==> config.mk <==
export PLATFORM = sky130hd
export DESIGN_NAME = dma_chan_arb
export DESIGN_NICKNAME = d
export VERILOG_FILES = /design/src/rtl/dma_arb_pkg.sv /design/src/rtl/dma_arb_pick.sv /design/src/rtl/dma_arb_tenure.sv /design/src/rtl/dma_chan_arb.sv
export SDC_FILE = /design/constraint.sdc
export NUM_CORES = 1
export LEC_CHECK = 0
export BUFFER_PORTS_ARGS = -buffer_cell sky130_fd_sc_hd__buf_2
export CAP_MARGIN = 10
export CORE_UTILIZATION = 65
export CTS_BUF_LIST = sky130_fd_sc_hd__clkbuf_2
export DETAILED_ROUTE_END_ITERATION = 16
export PLACE_DENSITY = 0.86
export SYNTH_ARGS = -nofsm -noshare
export SYNTH_HDL_FRONTEND = slang
export SYNTH_SLANG_ARGS = --single-unit
==> constraint.sdc <==
create_clock -name clk_i -period 6.9 [get_ports clk_i]
set_input_delay 0.345 -clock clk_i [delete_from_list [all_inputs] [get_ports clk_i]]
set_output_delay 0.345 -clock clk_i [all_outputs]
set_load 0.1 [all_outputs]
==> src/rtl/dma_arb_pkg.sv <==
package dma_arb_pkg;

    typedef enum logic [1:0] {
        TENURE_UNLIM = 2'd0,
        TENURE_9     = 2'd1,
        TENURE_17    = 2'd2,
        TENURE_32    = 2'd3
    } tenure_e;

    // Number of elements after which the holder is re-arbitrated; 0 = never.
    function automatic int unsigned tenure_limit(input logic [1:0] sel);
        case (sel)
            2'd1:    return 9;
            2'd2:    return 17;
            2'd3:    return 32;
            default: return 0;
        endcase
    endfunction

endpackage

==> src/rtl/dma_arb_pick.sv <==
// Rotating priority search: first requester at or above 'top', wrapping.
module dma_arb_pick #(
    parameter int unsigned NUM_CH = 16,
    localparam int unsigned IW    = $clog2(NUM_CH)
) (
    input  logic [NUM_CH-1:0] req_i,
    input  logic [IW-1:0]     top_i,
    output logic              valid_o,
    output logic [IW-1:0]     idx_o
);

    always_comb begin
        int unsigned pos;
        valid_o = 1'b0;
        idx_o   = '0;
        // Walk from the lowest priority slot upward so the highest one wins last.
        for (int k = NUM_CH - 1; k >= 0; k--) begin
            pos = 32'(top_i) + 32'(k);
            if (pos >= NUM_CH) begin
                pos = pos - NUM_CH;
            end
            if (req_i[pos]) begin
                valid_o = 1'b1;
                idx_o   = IW'(pos);
            end
        end
    end

endmodule

==> src/rtl/dma_arb_tenure.sv <==
// Decodes the tenure setting and flags when a count reaches its limit.
module dma_arb_tenure #(
    parameter int unsigned CNT_W = 8
) (
    input  logic [1:0]       sel_i,
    input  logic [CNT_W-1:0] count_i,
    output logic             expire_o
);

    import dma_arb_pkg::*;

    logic [CNT_W-1:0] limit;

    always_comb begin
        limit    = CNT_W'(tenure_limit(sel_i));
        expire_o = (limit != '0) && (count_i == limit);
    end

endmodule

==> src/rtl/dma_chan_arb.sv <==
module dma_chan_arb #(
    parameter int unsigned NUM_CH = 16,
    parameter int unsigned CNT_W  = 8,
    localparam int unsigned IW    = $clog2(NUM_CH)
) (
    input  logic              clk_i,
    input  logic              rst_ni,
    input  logic [NUM_CH-1:0] req_i,
    input  logic              elem_done_i,
    input  logic [1:0]        burst_sel_i,
    input  logic              rr_en_i,
    output logic [NUM_CH-1:0] gnt_o,
    output logic [CNT_W-1:0]  burst_cnt_o,
    output logic [IW-1:0]     prio_top_o
);

    typedef struct packed {
        logic              busy;
        logic [IW-1:0]     owner;
        logic [CNT_W-1:0]  cnt;
        logic [IW-1:0]     top;
        logic [NUM_CH-1:0] gnt;
    } arb_state_t;

    arb_state_t st_d, st_q;

    logic [IW-1:0]    search_top;
    logic             pick_valid;
    logic [IW-1:0]    pick_idx;
    logic [CNT_W-1:0] cnt_inc;
    logic             expire;

    assign search_top = rr_en_i ? st_q.top : '0;
    assign cnt_inc    = (st_q.cnt == '1) ? st_q.cnt : st_q.cnt + CNT_W'(1);

    dma_arb_pick #(.NUM_CH(NUM_CH)) u_pick (
        .req_i   (req_i),
        .top_i   (search_top),
        .valid_o (pick_valid),
        .idx_o   (pick_idx)
    );

    dma_arb_tenure #(.CNT_W(CNT_W)) u_tenure (
        .sel_i    (burst_sel_i),
        .count_i  (cnt_inc),
        .expire_o (expire)
    );

    always_comb begin
        st_d = st_q;
        if (st_q.busy) begin
            if (!req_i[st_q.owner]) begin
                // Holder finished its block: release, rotate if enabled.
                st_d.busy = 1'b0;
                st_d.gnt  = '0;
                st_d.cnt  = '0;
                if (rr_en_i) begin
                    if (32'(st_q.owner) == NUM_CH - 1) begin
                        st_d.top = '0;
                    end else begin
                        st_d.top = st_q.owner + IW'(1);
                    end
                end
            end else if (elem_done_i) begin
                if (expire) begin
                    st_d.cnt = '0;
                    if (pick_valid) begin
                        st_d.owner = pick_idx;
                        st_d.gnt   = {{(NUM_CH-1){1'b0}}, 1'b1} << pick_idx;
                    end
                end else begin
                    st_d.cnt = cnt_inc;
                end
            end
        end else if (pick_valid) begin
            st_d.busy  = 1'b1;
            st_d.owner = pick_idx;
            st_d.cnt   = '0;
            st_d.gnt   = {{(NUM_CH-1){1'b0}}, 1'b1} << pick_idx;
        end
    end

    always_ff @(posedge clk_i or negedge rst_ni) begin
        if (!rst_ni) begin
            st_q <= '0;
        end else begin
            st_q <= st_d;
        end
    end

    assign gnt_o       = st_q.gnt;
    assign burst_cnt_o = st_q.cnt;
    assign prio_top_o  = rr_en_i ? st_q.top : '0;

endmodule

**After elaboration in Yosys (flattened, before gate mapping)**

Index checks and enable logic that the tools add are counted.

- Flip-flop bits (word level): 33
- Input port bits: 22
- Output and inout bits: 28
- Logic and storage cells: 192

- Add/sub/neg operators: 33
- Order comparisons: 33
- Equal/unequal tests: 12
- Shift-type cells: 1
- Multiplexer cells: 100
- Bitwise gates (word level): 1
- Reductions and logical operators: 7

Operators by type and width:

| kind | number |
|---|---|
| less-than comparator 32 x 5 -> 1 bit, second input constant | 16 |
| two-way mux 32 bit | 16 |
| greater-or-equal comparator 32 x 5 -> 1 bit, second input constant | 15 |
| subtractor 32 x 5 -> 32 bit, second input constant | 15 |
| two-way mux 4 bit | 21 |
| two-way mux 16 bit | 5 |
| binary-select mux 1 bit (select 4 bit) | 17 |
| adder 4 x 4 -> 5 bit, second input constant | 8 |
| two-way mux 1 bit | 34 |
| two-way mux 13 bit | 2 |
| two-way mux 8 bit | 3 |
| adder 4 x 3 -> 5 bit, second input constant | 4 |
| case mux 6 bit (3 select lines) | 1 |
| left shift 1 x 4 -> 16 bit, first input constant | 1 |
| two-way mux 12 bit | 1 |
| adder 4 x 2 -> 5 bit, second input constant | 2 |
| != test 3 bit, second input constant | 3 |
| adder 8 x 1 -> 8 bit, second input constant | 1 |
| equality test 8 x 6 -> 1 bit | 1 |
| equality test 8 bit, second input constant | 1 |
| nonzero test 8 bit | 1 |
| subtractor 4 x 5 -> 6 bit, second input constant | 1 |
| adder 4 x 1 -> 5 bit, second input constant | 1 |
| greater-or-equal comparator 4 x 5 -> 1 bit, second input constant | 1 |
| 13 further kinds | 16 |

**Logic depth before layout (Yosys ltp)**

Gate-level depths: netlist of the first run.

- Word-level depth: 28
- Depth in mapped cells: 19
- Mapped depth without buffers: 13

**Hierarchy**

A second synthesis of the first run with hierarchy kept.

- Cells, all modules: 447
- Area total of the unflattened synthesis: 4,416.7 um^2

By module, submodules not included:

| module | instances | cells each | area each (um^2) | sequential area each (um^2) |
|---|---|---|---|---|
| dma_arb_pick | 1 | 259 | 2,328.5 | 0.0 |
| dma_chan_arb | 1 | 175 | 1,971.9 | 825.8 |
| dma_arb_tenure | 1 | 13 | 116.4 | 0.0 |

**Worst setup path after synthesis of the first run**

OpenSTA, ideal clock, no wires.

- Kind: register -> register
- From: register st_q[16] in the netlist's numbering
- To: register st_q, in the netlist gnt_o[5]
- Arrival: 4,851 ps
- Data required time: 6,796 ps
- Setup slack: 1,945 ps
- Cell stages (with the launch flop): 18
- Buffers on the path: 4
- Path through: dfrtp_1 -> nand2_2 -> inv_2 -> clkbuf_1 -> ha_1 -> buf_4 -> nand3b_1 -> and2_1 -> buf_6 -> mux4_2 -> mux2i_4 -> nor3_1 -> a221o_1 -> o221a_1 -> o31a_1 -> or2_0 -> buf_2 -> o41ai_2

- Longest elaborated chain between the ends: 28
- Elaborated cells on any way between the ends: 134

RTL lines:

| what | line | source |
|---|---|---|
| from (decl) | dma_chan_arb.sv:25 | `arb_state_t st_d, st_q;` |
| from (signal assigned) | dma_chan_arb.sv:87 | `st_q <= st_d;` |
| two-way mux 4 bit * | - |  |
| net prio_top_o[0] | dma_chan_arb.sv:14 | `output logic [IW-1:0] prio_top_o` |
| adder 4 x 4 -> 5 bit | dma_arb_pick.sv:18 | `pos = 32'(top_i) + 32'(k);` |
| subtractor 32 x 5 -> 32 bit / greater-or-equal comparator 32 x 5 -> 1 bit (equally long branches) | dma_arb_pick.sv:20, dma_arb_pick.sv:19 |  |
| two-way mux 32 bit | dma_arb_pick.sv:19 | `if (pos >= NUM_CH) begin` |
| binary-select mux 1 bit (select 4 bit) | dma_arb_pick.sv:22 | `if (req_i[pos]) begin` |
| two-way mux 1 bit (implied by the code) | dma_arb_pick.sv:22 |  |
| two-way mux 4 bit (16 in series) | dma_arb_pick.sv:22 |  |
| left shift 1 x 4 -> 16 bit | dma_chan_arb.sv:69, dma_chan_arb.sv:79 |  |
| two-way mux 16 bit * | dma_chan_arb.sv:67, dma_chan_arb.sv:75 |  |
| two-way mux 16 bit | dma_chan_arb.sv:65 | `if (expire) begin` |
| two-way mux 16 bit | dma_chan_arb.sv:64 | `end else if (elem_done_i) begin` |
| two-way mux 16 bit | dma_chan_arb.sv:52 | `if (!req_i[st_q.owner]) begin` |
| two-way mux 16 bit * | dma_chan_arb.sv:51 | `if (st_q.busy) begin` |

Mark *: on every way through the listed nets, which the timed path passes. The rest lies on a longest branch. The select of a mux whose other input is x is not followed.
A chain may end at the register's enable or synchronous reset.

**Worst setup path after layout of the first run**

- From: register st_q[16] in the netlist's numbering
- To: register st_q, in the netlist gnt_o[6]

- Longest elaborated chain between the ends: 28
- Elaborated cells on any way between the ends: 134

RTL lines:

| what | line | source |
|---|---|---|
| two-way mux 4 bit * | dma_chan_arb.sv:33 | `assign search_top = rr_en_i ? st_q.top : '0;` |
| adder 4 x 4 -> 5 bit | dma_arb_pick.sv:18 |  |
| subtractor 32 x 5 -> 32 bit / greater-or-equal comparator 32 x 5 -> 1 bit (equally long branches) | dma_arb_pick.sv:20, dma_arb_pick.sv:19 |  |
| two-way mux 32 bit | dma_arb_pick.sv:19 |  |
| binary-select mux 1 bit (select 4 bit) | dma_arb_pick.sv:22 |  |
| two-way mux 1 bit (implied by the code) | dma_arb_pick.sv:22 |  |
| two-way mux 4 bit (16 in series) | dma_arb_pick.sv:22 |  |
| left shift 1 x 4 -> 16 bit | dma_chan_arb.sv:69, dma_chan_arb.sv:79 |  |
| two-way mux 16 bit * | dma_chan_arb.sv:67, dma_chan_arb.sv:75 |  |
| two-way mux 16 bit | dma_chan_arb.sv:65 |  |
| two-way mux 16 bit | dma_chan_arb.sv:64 |  |
| two-way mux 16 bit | dma_chan_arb.sv:52 |  |
| two-way mux 16 bit * | dma_chan_arb.sv:51 |  |

Every way passes the cells marked *; elsewhere a longest branch is shown, timed or not. The select of a mux whose other input is x is not followed.

==> results of run 1 <==
==> worst min path at each step <==
stage	startpoint	to	slack [ps]	cells past startpoint
after floorplan	rst_ni	burst_cnt_o[0]	50	0
after global placement	rst_ni	burst_cnt_o[7]	420	1
after detailed placement	rst_ni	burst_cnt_o[7]	450	1
after CTS	gnt_o[14]	gnt_o[14]	520	2
after global routing	gnt_o[7]	gnt_o[7]	530	2
final	gnt_o[7]	gnt_o[7]	520	2
==> cell usage after synthesis (7+ instances only) <==
cell	count	area share
nand3b_1	7	0.0098
a2111oi_0	12	0.020
o22ai_1	8	0.0093
mux4_2	16	0.067
mux2_2	8	0.017
ha_1	8	0.019
o31ai_1	9	0.013
clkbuf_1	15	0.010
and3_1	18	0.021
o21ai_0	22	0.021
and2_1	19	0.022
nor3_1	11	0.010
buf_2	21	0.020
inv_1	16	0.011
a21oi_1	39	0.036
a221oi_1	10	0.016
nor2_1	46	0.032
dfrtp_1	33	0.15
buf_4	29	0.041
nand2_1	58	0.041
a31oi_1	7	0.0082
nand3_1	21	0.020
mux2i_1	48	0.090
a211oi_1	14	0.020
==> routing by layer <==
layer	up-vias	wire length, um	global-route usage
li1	2566	-	-
met1	2762	7020	0.606
met2	554	8350	0.675
met3	94	2840	0.106
met4	2	778	0.164
met5	-	17	0
==> power by group through the flow <==
stage / clock [mW] / sequential [mW] / combinational [mW]
floorplan: 0 / 0.283 / 2.05
global placement: 0 / 0.321 / 2.47
detailed placement: 0 / 0.328 / 2.51
CTS: 0.139 / 0.325 / 2.53
global route: 0.148 / 0.337 / 2.76
finish: 0.143 / 0.331 / 2.64
==> critical path: stages, from the launching register on <==
cell and delay (ps):
dfrtp_1 370, buf_4 370, nand2_2 80, buf_4 240, inv_2 290, ha_1 460
nand3b_1 290, and2_1 410, a2111oi_1 230, nor4b_2 590, nor4b_1 390, nor3b_2 280
nand4_1 330, a21oi_2 670, and2_1 230, a41o_1 110
==> per-stage QoR <==
stage | std cells | util | hold WS [ps]
finish | 762 | 0.697 | 520
global route | 762 | 0.697 | 533
CTS | 762 | 0.697 | 517
detailed placement | 753 | 0.687 | 450
global placement | 753 | 0.687 | 425
floorplan | 663 | - | 49.4
==> placed cells by master, fill, tap and decap left out, types with 6 or more instances in the layout <==
cell,netlist,routed
ha_1,8,8
o22ai_1,8,8
o21ai_0,22,22
buf_2,21,49
a211oi_1,14,14
nor2_1,46,46
xor2_1,6,6
nand3b_1,7,7
nand3_1,21,21
and3_1,18,18
or3_1,6,6
dfrtp_1,33,33
xnor2_1,6,6
mux2i_1,48,48
a221oi_1,10,10
a2111oi_0,12,12
nor3_1,11,11
nand4_1,6,6
mux2_2,8,8
a31oi_1,7,7
buf_4,29,7
inv_1,16,16
o31ai_1,9,9
a21oi_1,39,39
and2_1,19,19
mux4_2,16,16
nand2_1,58,58
==> cell families after synthesis <==
family	share of synthesized area
simple gates	0.222
compound gates	0.306
buf+inv	0.0868
mux	0.194
flops	0.154
xor+xnor	0.0196
fa+ha+maj	0.0187
==> state kept, by name, indices dropped and copies added, names as in the netlist <==
name and flops:
st_q 9, burst_cnt_o 8, gnt_o 16
==> cell type report <==
type	count	share of cell area
multi-input cells	544	0.744
flip-flops and latches	33	0.151
well taps	102	0.0233
repair buffers	57	0.0562
inverters	18	0.0123
clock buffers	5	0.00457
clock inverters	3	0.00846
==> results.txt, run 1 <==
Net Sw Power: 1.94 mW
Reg2reg setup slack: 1480 ps
WS Path Type: reg -> reg
GRT Total Usage: 0.442
Origin of the worst setup path: st_q[16]
Iteration-0 DRC Markers: 924
Fin. Hold Viols: 0
Initial antenna violation count: 1
IO Count: 50
First-pass GRT wire length: 29.2 mm
R2R cell count: 15
Vias per cell: 7.85
Netlist Area Pre-Place: 5360 um2
Fmax: 185 MHz
GR Overflow Total: 0
Hpwl dp: 13.9 mm
Crit. End Element: flip-flop
Core Rows: 32
Fin crit share: 0.785
Setup bufs post-CTS: 0
Worst min-delay path class: reg -> reg
Final setup vio count: 0
Leak Pwr: 2.30 nW
Diodes inserted: 0
Layout Skew: 21.9 ps
Fraction of layout instances using a drive strength above 1: 0.182
Clk pin slew, worst setup/hold paths: 210 ps
Slew @ Worst Pin: 984 ps
Power Total: 3.12 mW
Net Sw Frac: 0.623
Pwr dens: 569 nW/um2
Clk network pwr share: 0.046
Crit path capture: gnt_o[6]
Int Pwr: 1.18 mW
# fillers: 627
Worst endpoint data arrival time: 5780 ps
Resized cells post-CTS: 0
Post-synth EDFFs: 0
Setup ws final: 1480 ps
Dpl ws: 1410 ps
Slew headroom: 0.325
H-Tree Depth: 2
Placed instance area: 5390 um2
Die Wd: 92.8 um
GPL Wtd Cong: 1.03
Core area: 7850 um2
Status: finished, final reports clean
Via Count: 5978
PortBufs: 49
Starting density of the core: 0.684
CTS tree: done
Worst reg2reg startpoint: st_q[16]
P&R area growth vs syn: 2.03%
VDD IR-drop max: 0.357 mV
CTS buffer count: 5
NumNets Final: 689
Vias in the first global route: 5401
Final ANT Viol Nets: 0
Footprint of the multi-input gates: 4070 um2
Ys async rst share: 1.00
Synth Warn #: 0
R2r endpoint: gnt_o[6]
Avg Cell Area, Syn: 8.09 um2
Worst Setup Start Kind: flip-flop
RSZ-0062 raised after global routing: no
Post-Route WL: 19.0 mm
CTS Sinks: 33
Cts hold-fix bufs: 1
Die area: 8620 um2
Syn Nets: 693
Seq/Total Area, Yosys: 0.154
# DRC: 0
Max Slew Vio Count: 0
Fin area: 5470 um2
CP Max Fanout: 39
1st-pass router iterations: 6
Reg power frac: 0.106
Yosys reg bits: 33
Most used DFF post-synth: dfrtp_1
Longest Clk Path Bufs: 2
Req. time, crit path: 7260 ps
Netlist cell types: 91
Largest net degree at the start of global routing: 40
Die height: 92.8 um
Mapped Cells: 663
Comb pwr share: 0.848
Total Neg Setup Slack: 0 ps
Post-layout min period: 5420 ps
Maxcap violations: 0
Reg area: 826 um2
DR WL/cell: 24.9 um
Root Driver: clkbuf_2
Clk_lat worst skew: 410 ps
No activity file was read; power rests on OpenSTA's default activity.
==> run 2, diff against run 1 <==
- ABC_AREA: not set -> 1
- CORE_UTILIZATION: 65 -> 61
- PLACE_DENSITY: 0.86 -> 0.83
- clock period: 6.9 -> 5.45 ns (I/O delays scaled with it)
==> run 2 against run 1 <==
  * Clock power rose by 15%
  * Setup slack improved by 6.6 ps
  * Global-route usage fell by 9.1 points
  * Power fell by 6.4%
  * Register-to-register slack barely moved
  * Combinational power fell by 11%
  * Critical path depth did not move
==> results.txt, run 2 <==
Fin. Hold Viols: 0 (unchanged)
Post-layout min period: 3960 ps (-1460 ps)
Syn Nets: 748 (+7.9%)
Max Slew Vio Count: 0 (unchanged)
Seq/Total Area, Yosys: 0.199 (+0.0450)
Post-layout util: 0.664 (-0.0339)
Req. time, crit path: 5710 ps (-1550 ps)
Cell Count, Final, Fillers Out: 815 (+7.0%)
Core area: 6460 um2 (-18%)
Diodes inserted: 0 (unchanged)
Leak Pwr: 2.53 nW (+10%)
Die area: 7140 um2 (-17%)
IO Count: 50 (unchanged)
Worst endpoint data arrival time: 4220 ps (-1560 ps)
Ys async rst share: 1.00 (unchanged)
Clk_lat worst skew: 380 ps (-30 ps)
Slew @ Worst Pin: 735 ps (-249 ps)
Final ANT Viol Nets: 0 (unchanged)
Worst min-delay path class: in -> reg
Top cell type by total area after synthesis: nand2_1
Commonest non-fill, non-tap cells in the layout: nand2_1, nand3_1, inv_1
Most used DFF post-synth: dfrtp_1
P&R area growth vs syn: 3.22%
GPL Wtd Cong: 1.10 (+6.6%)
Setup bufs post-CTS: 0 (unchanged)
Yosys reg bits: 33 (unchanged)
Longest Clk Path Bufs: 2 (unchanged)
CP Max Fanout: 27 (-31%)
Share of the synthesized area in the top cell type: 0.244 (+0.0902)
Slew headroom: 0.510 (+0.185)
Largest register FFs: 16 (unchanged)
Worst Setup Start Kind: flip-flop
NumNets Final: 767 (+11%)
Total placed cells including tap cells: 806 (+7.0%)
CTS buffer count: 5 (unchanged)
Synth cell count leaders: nand2_1, nand3_1, inv_1, a21oi_1, dfrtp_1
Netlist Area Pre-Place: 4150 um2 (-23%)
H-Tree Depth: 2 (unchanged)
Crit. End Element: flip-flop
Pwr dens: 681 nW/um2 (+20%)
GR Overflow Total: 0 (unchanged)
Initial antenna violation count: 0 (-1)
Layout Skew: 14.8 ps (-7.13 ps)
VDD IR-drop max: 0.664 mV (+86%)
CTS Sinks: 33 (unchanged)
# DRC: 0 (unchanged)
Core Rows: 29 (-9.4%)
Post-synth EDFFs: 0 (unchanged)
GRT Total Usage: 0.352 (-0.0906)
Maxcap violations: 0 (unchanged)
Netlist cell types: 41 (-55%)
Vias per cell: 5.86 (-25%)
DR WL/cell: 14.8 um (-41%)
Fraction of layout instances using a drive strength above 1: 0.144 (-0.0382)
CTS tree: done
First-pass GRT wire length: 20.4 mm (-30%)
WS Path Type: reg -> reg
Largest net degree at the start of global routing: 34 (-15%)
Root Driver: clkbuf_2
Total Neg Setup Slack: 0 ps (unchanged)
Count leader, synth: nand2_1
Via Count: 4775 (-20%)
Mapped Cells: 718 (+8.3%)
Die Wd: 84.5 um (-9.0%)
Fmax: 252 MHz (+37%)
Resized cells post-CTS: 0 (unchanged)
Fin crit share: 0.727 (-0.0584)
# fillers: 620 (-1.1%)
1st-pass router iterations: 6 (unchanged)
Starting density of the core: 0.643 (-0.0407)
Top post-synthesis cells by area: nand2_1, dfrtp_1, nand3_1, inv_1, buf_4
Commonest non-fill, non-tap cell in the layout: nand2_1
Synth Warn #: 0 (unchanged)
Power Total: 2.92 mW (-6.4%)
Final setup vio count: 0 (unchanged)
Clk pin slew, worst setup/hold paths: 180 ps (-30 ps)
Iteration-0 DRC Markers: 430 (-53%)
Hpwl dp: 9.33 mm (-33%)
Post-Route WL: 12.1 mm (-36%)
PortBufs: 49 (unchanged)
Avg Cell Area, Syn: 5.78 um2 (-29%)
Vias in the first global route: 4353 (-19%)
Die height: 84.5 um (-9.0%)
RSZ-0062 raised after global routing: no
Status: finished, final reports clean
==> run 2: cell types whose count changed after synthesis, sizes merged, moves of 17 or more <==
cell,delta
and2,-17
and3,-18
buf,-18
inv,+73
mux2i,-53
nand2,+225
nand3,+84
o21ai,+18
==> run 2: power by group <==
group / switching, mW / leakage (nW) / internal (mW) / total, mW
clock: 0.0867 / 0.0406 / 0.0783 / 0.165
combinational: 1.74 / 2.05 / 0.623 / 2.36
sequential: 0.0885 / 0.446 / 0.305 / 0.393
==> run 2: area by class of cell <==
type	instances	area [um2]	area share
inverter	93	352	0.0820
sequential	33	826	0.193
multi-input combinational	554	2690	0.628
clock inverter	2	33.8	0.00788
tap	77	96.3	0.0225
timing repair buffer	50	255	0.0596
clock buffer	6	30.0	0.00701
==> run 2: logic make-up after synthesis <==
group / after synthesis / synth area share
XOR/XNOR: 12 / 0.0316
adder cells (fa/ha/maj): 8 / 0.0241
AND/OR/NAND/NOR: 441 / 0.465
flip-flops: 33 / 0.199
buffers and inverters: 131 / 0.153
AO/OA/AOI/OAI: 93 / 0.128
==> run 2: final timing paths <==
check | from | to | slack, ps | cells after the start
setup / recovery | st_q[16] | burst_cnt_o[1] | 1490 | 15
hold / removal | rr_en_i | st_q[18] | 360 | 3
setup reg to reg | st_q[16] | burst_cnt_o[1] | 1490 | 15
hold reg to reg | gnt_o[6] | gnt_o[6] | 520 | 2
max in group asynchronous | rst_ni | gnt_o[8] | 4510 | 2
min in group asynchronous | rst_ni | st_q[18] | 460 | 2
==> run 2: what timing repair did <==
item | CTS | global route
setup endpoints to repair | 0 | 0
endpoints found under the hold margin | 33 | 0
hold buffers | 1 | 0
==> run 2: routing by layer <==
layer	global-route usage	wire length, um	vias to the layer above
met3	0.0482	1100	49
met2	0.599	5640	299
met4	0.154	479	0
li1	-	-	2322
met5	0	0	-
met1	0.446	4870	2105
==> run 2: critical path: stages (launching register included) <==
cell and delay, ps:
dfrtp_1 670, nand2_4 270, inv_2 250, ha_1 330
xor2_4 310, nand3_1 180, nand3_1 160, nand2_1 200
nor3_1 240, nand3_1 120, nor2_1 110, nand2_1 130
o21ai_2 290, clkinv_1 320, nand4_1 150, o21ai_0 120
==> run 2: per-stage QoR <==
step,hold slack [ps],setup slack [ps],instance area (um2)
after detailed placement,376,1510,4210
after global routing,345,1090,4290
after global placement,367,1580,4210
final,355,1490,4290
after CTS,339,1580,4290
after floorplan,-23.1,2220,4150
==> run 3, diff against run 2 <==
- ABC_AREA: 1 -> 0
- CORE_UTILIZATION: 61 -> 63
- PLACE_DENSITY: 0.83 -> 0.84
- clock period: 5.45 -> 4.05 ns (I/O delays scaled with it)
==> run 3 against run 2 <==
  * Clock power increased by 47%
  * Final area grew 40%
  * Largest power group unchanged
  * Flip-flop and latch count did not move
  * Worst hold slack worse by 110 ps
  * Clock skew grew 25 ps
  * Final cell count shrank 0.37%
  * Combinational power increased by 110%
  * Highest routed layer unchanged
  * Sequential power grew 41%
  * Setup slack worse by 1400 ps
  * Global-route usage grew 8.7 points
  * Sequential share of layout area fell by 5.5 points
  * Critical endpoint is now gnt_o[0]
  * Non-clock buffer count is 54 higher
==> results.txt, run 3 (synthesized netlist as in run 1, its figures left out) <==
Status: finished, final reports clean
Placed instance area: 5750 um2 (+37%)
Crit. End Element: flip-flop
GR Overflow Total: 0 (unchanged)
Core area: 8220 um2 (+27%)
Fin area: 5980 um2 (+40%)
RSZ-0062 raised after global routing: yes
Vias in the first global route: 5537 (+27%)
Worst Setup Start Kind: flip-flop
Int Pwr: 2.35 mW (+130%)
Req. time, crit path: 4340 ps (-1370 ps)
Diodes inserted: 0 (unchanged)
WS Path Type: reg -> reg
Slew headroom: 0.458 (-0.0522)
PortBufs: 49 (unchanged)
Layout Skew: 39.9 ps (+25.1 ps)
1st-pass router iterations: 5 (-1)
Net Sw Frac: 0.591 (-0.0638)
Fraction of layout instances using a drive strength above 1: 0.267 (+0.124)
Fin. Hold Viols: 0 (unchanged)
Comb pwr share: 0.861 (+0.052)
Setup ws final: 78.2 ps (-1410 ps)
CP max stage cell: mux4_2
IO Count: 50 (unchanged)
Maxcap violations: 0 (unchanged)
Power Total: 5.75 mW (+97%)
DR WL/cell: 23.6 um (+59%)
GPL Wtd Cong: 1.13 (+3.1%)
First-pass GRT wire length: 29.5 mm (+45%)
CTS Sinks: 33 (unchanged)
# DRC: 0 (unchanged)
Vias per cell: 7.50 (+28%)
Longest Clk Path Bufs: 2 (unchanged)
GRT Total Usage: 0.439 (+0.0868)
Largest register FFs: 16 (unchanged)
Core Rows: 33 (+14%)
Worst min-delay path class: in -> reg
Initial antenna violation count: 0 (unchanged)
CP Max Fanout: 7 (-74%)
Die height: 94.3 um (+12%)
Via Count: 6087 (+27%)
Dpl ws: 34.5 ps (-1470 ps)
Root Driver: clkbuf_2
Crit path buf inv count: 1 (-1)
Reg power frac: 0.096 (-0.039)
CTS buffer count: 5 (unchanged)
Hpwl dp: 14.4 mm (+55%)
NumNets Final: 736 (-4.0%)
Fin crit share: 0.981 (+0.254)
Die area: 8890 um2 (+24%)
Post-layout util: 0.728 (+0.0647)
H-Tree Depth: 2 (unchanged)
Total Neg Setup Slack: 0 ps (unchanged)
Post-layout min period: 3970 ps (+10.4 ps)
Hold_ws: 244 ps (-111 ps)
Critical-path cell list: nand2_2, inv_1, ha_1, a21bo_2, and2_2, mux4_2, mux2i_4, nor3_1, a221o_1, o221a_1, o31a_1, nand2b_1, o41ai_1
WP depth: 13 (-2)
Clk_lat worst skew: 420 ps (+40 ps)
Fmax: 252 MHz (-0.26%)
Hold depth: 3 (unchanged)
Clk network pwr share: 0.042 (-0.015)
Leak Pwr: 2.58 nW (+1.8%)
Clk pin slew, worst setup/hold paths: 240 ps (+60 ps)
Die Wd: 94.3 um (+12%)
Slew @ Worst Pin: 813 ps (+78.3 ps)
Cell Count, Final, Fillers Out: 812 (-0.37%)
Iteration-0 DRC Markers: 787 (+83%)
Total placed cells including tap cells: 801 (-0.62%)
Commonest non-fill, non-tap cell in the layout: nand2_1
R2R cell count: 13 (-2)
Commonest non-fill, non-tap cells in the layout: nand2_1, buf_4, buf_2
Worst endpoint data arrival time: 4260 ps (+40 ps)
CTS tree: done
Starting density of the core: 0.653 (+0.0100)
Post-Route WL: 19.2 mm (+59%)
Pwr dens: 961 nW/um2 (+41%)
Largest net degree at the start of global routing: 39 (+15%)
P&R area growth vs syn: 11.5%
Final ANT Viol Nets: 0 (unchanged)
Worst path top cell family by delay: compound AO/OA/AOI/OAI gates
Critical Path Max Stage Delay: 570 ps (-100 ps)
Net Sw Power: 3.40 mW (+78%)
VDD IR-drop max: 0.482 mV (-27%)
Final setup vio count: 0 (unchanged)
Max Slew Vio Count: 0 (unchanged)
[run 3: cell types whose count changed in the layout (fill, tap and decap cells not counted), sizes merged, moves of 17 or more]
cell | before | now
inv | 91 | 18
o21ai | 44 | 26
and2 | 2 | 19
and3 | 0 | 18
mux2i | 0 | 53
nand3 | 105 | 21
buf | 49 | 103
nand2 | 285 | 60
[run 3: worst paths after layout]
path / start / endpoint / slack, ps
worst min-delay path: elem_done_i / burst_cnt_o[2] / 240
max in group asynchronous: rst_ni / gnt_o[11] / 3120
worst min register to register: gnt_o[14] / gnt_o[14] / 500
worst max-delay path: st_q[17] / gnt_o[0] / 80
worst max register to register: st_q[17] / gnt_o[0] / 80
min in group asynchronous: rst_ni / burst_cnt_o[6] / 380
[run 3: layout make-up]
type / count / area (um2)
multi-input combinational: 544 / 4220
clock inverter: 2 / 33.8
inverter: 18 / 67.6
clock buffer: 6 / 30.0
timing repair buffer: 104 / 673
fill: 674 / 2230
tap: 105 / 131
sequential: 33 / 826
[run 3: power groups by stage]
| stage | logic (mW) | clock network, mW | registers [mW] |
|---|---|---|---|
| 5_1_grt | 5.26 | 0.247 | 0.565 |
| 4_1_cts | 4.59 | 0.234 | 0.546 |
| 3_5_place_dp | 4.57 | 0 | 0.555 |
| 6_report | 4.95 | 0.243 | 0.553 |
| 3_3_place_gp | 4.49 | 0 | 0.544 |
| 2_1_floorplan | 3.50 | 0 | 0.484 |
[run 3: timing repair]
item,CTS,global route
setup buffers,0,2
pin swaps,0,3
hold buffers,1,0
resized for setup,1,32
endpoints found under the hold margin,33,0
endpoints found under the setup margin,1,28
[run 3: metal layers]
metal,vias to the layer above,track usage,part of all wire
met5,-,0,0
met4,0,0.256,0.059
met2,486,0.674,0.45
met3,104,0.117,0.13
met1,2839,0.548,0.36
li1,2658,-,-
[run 3: worst min-delay path, stage by stage]
cell     delay [ps]
buf_2            90
o22a_2          280
a21oi_1         100
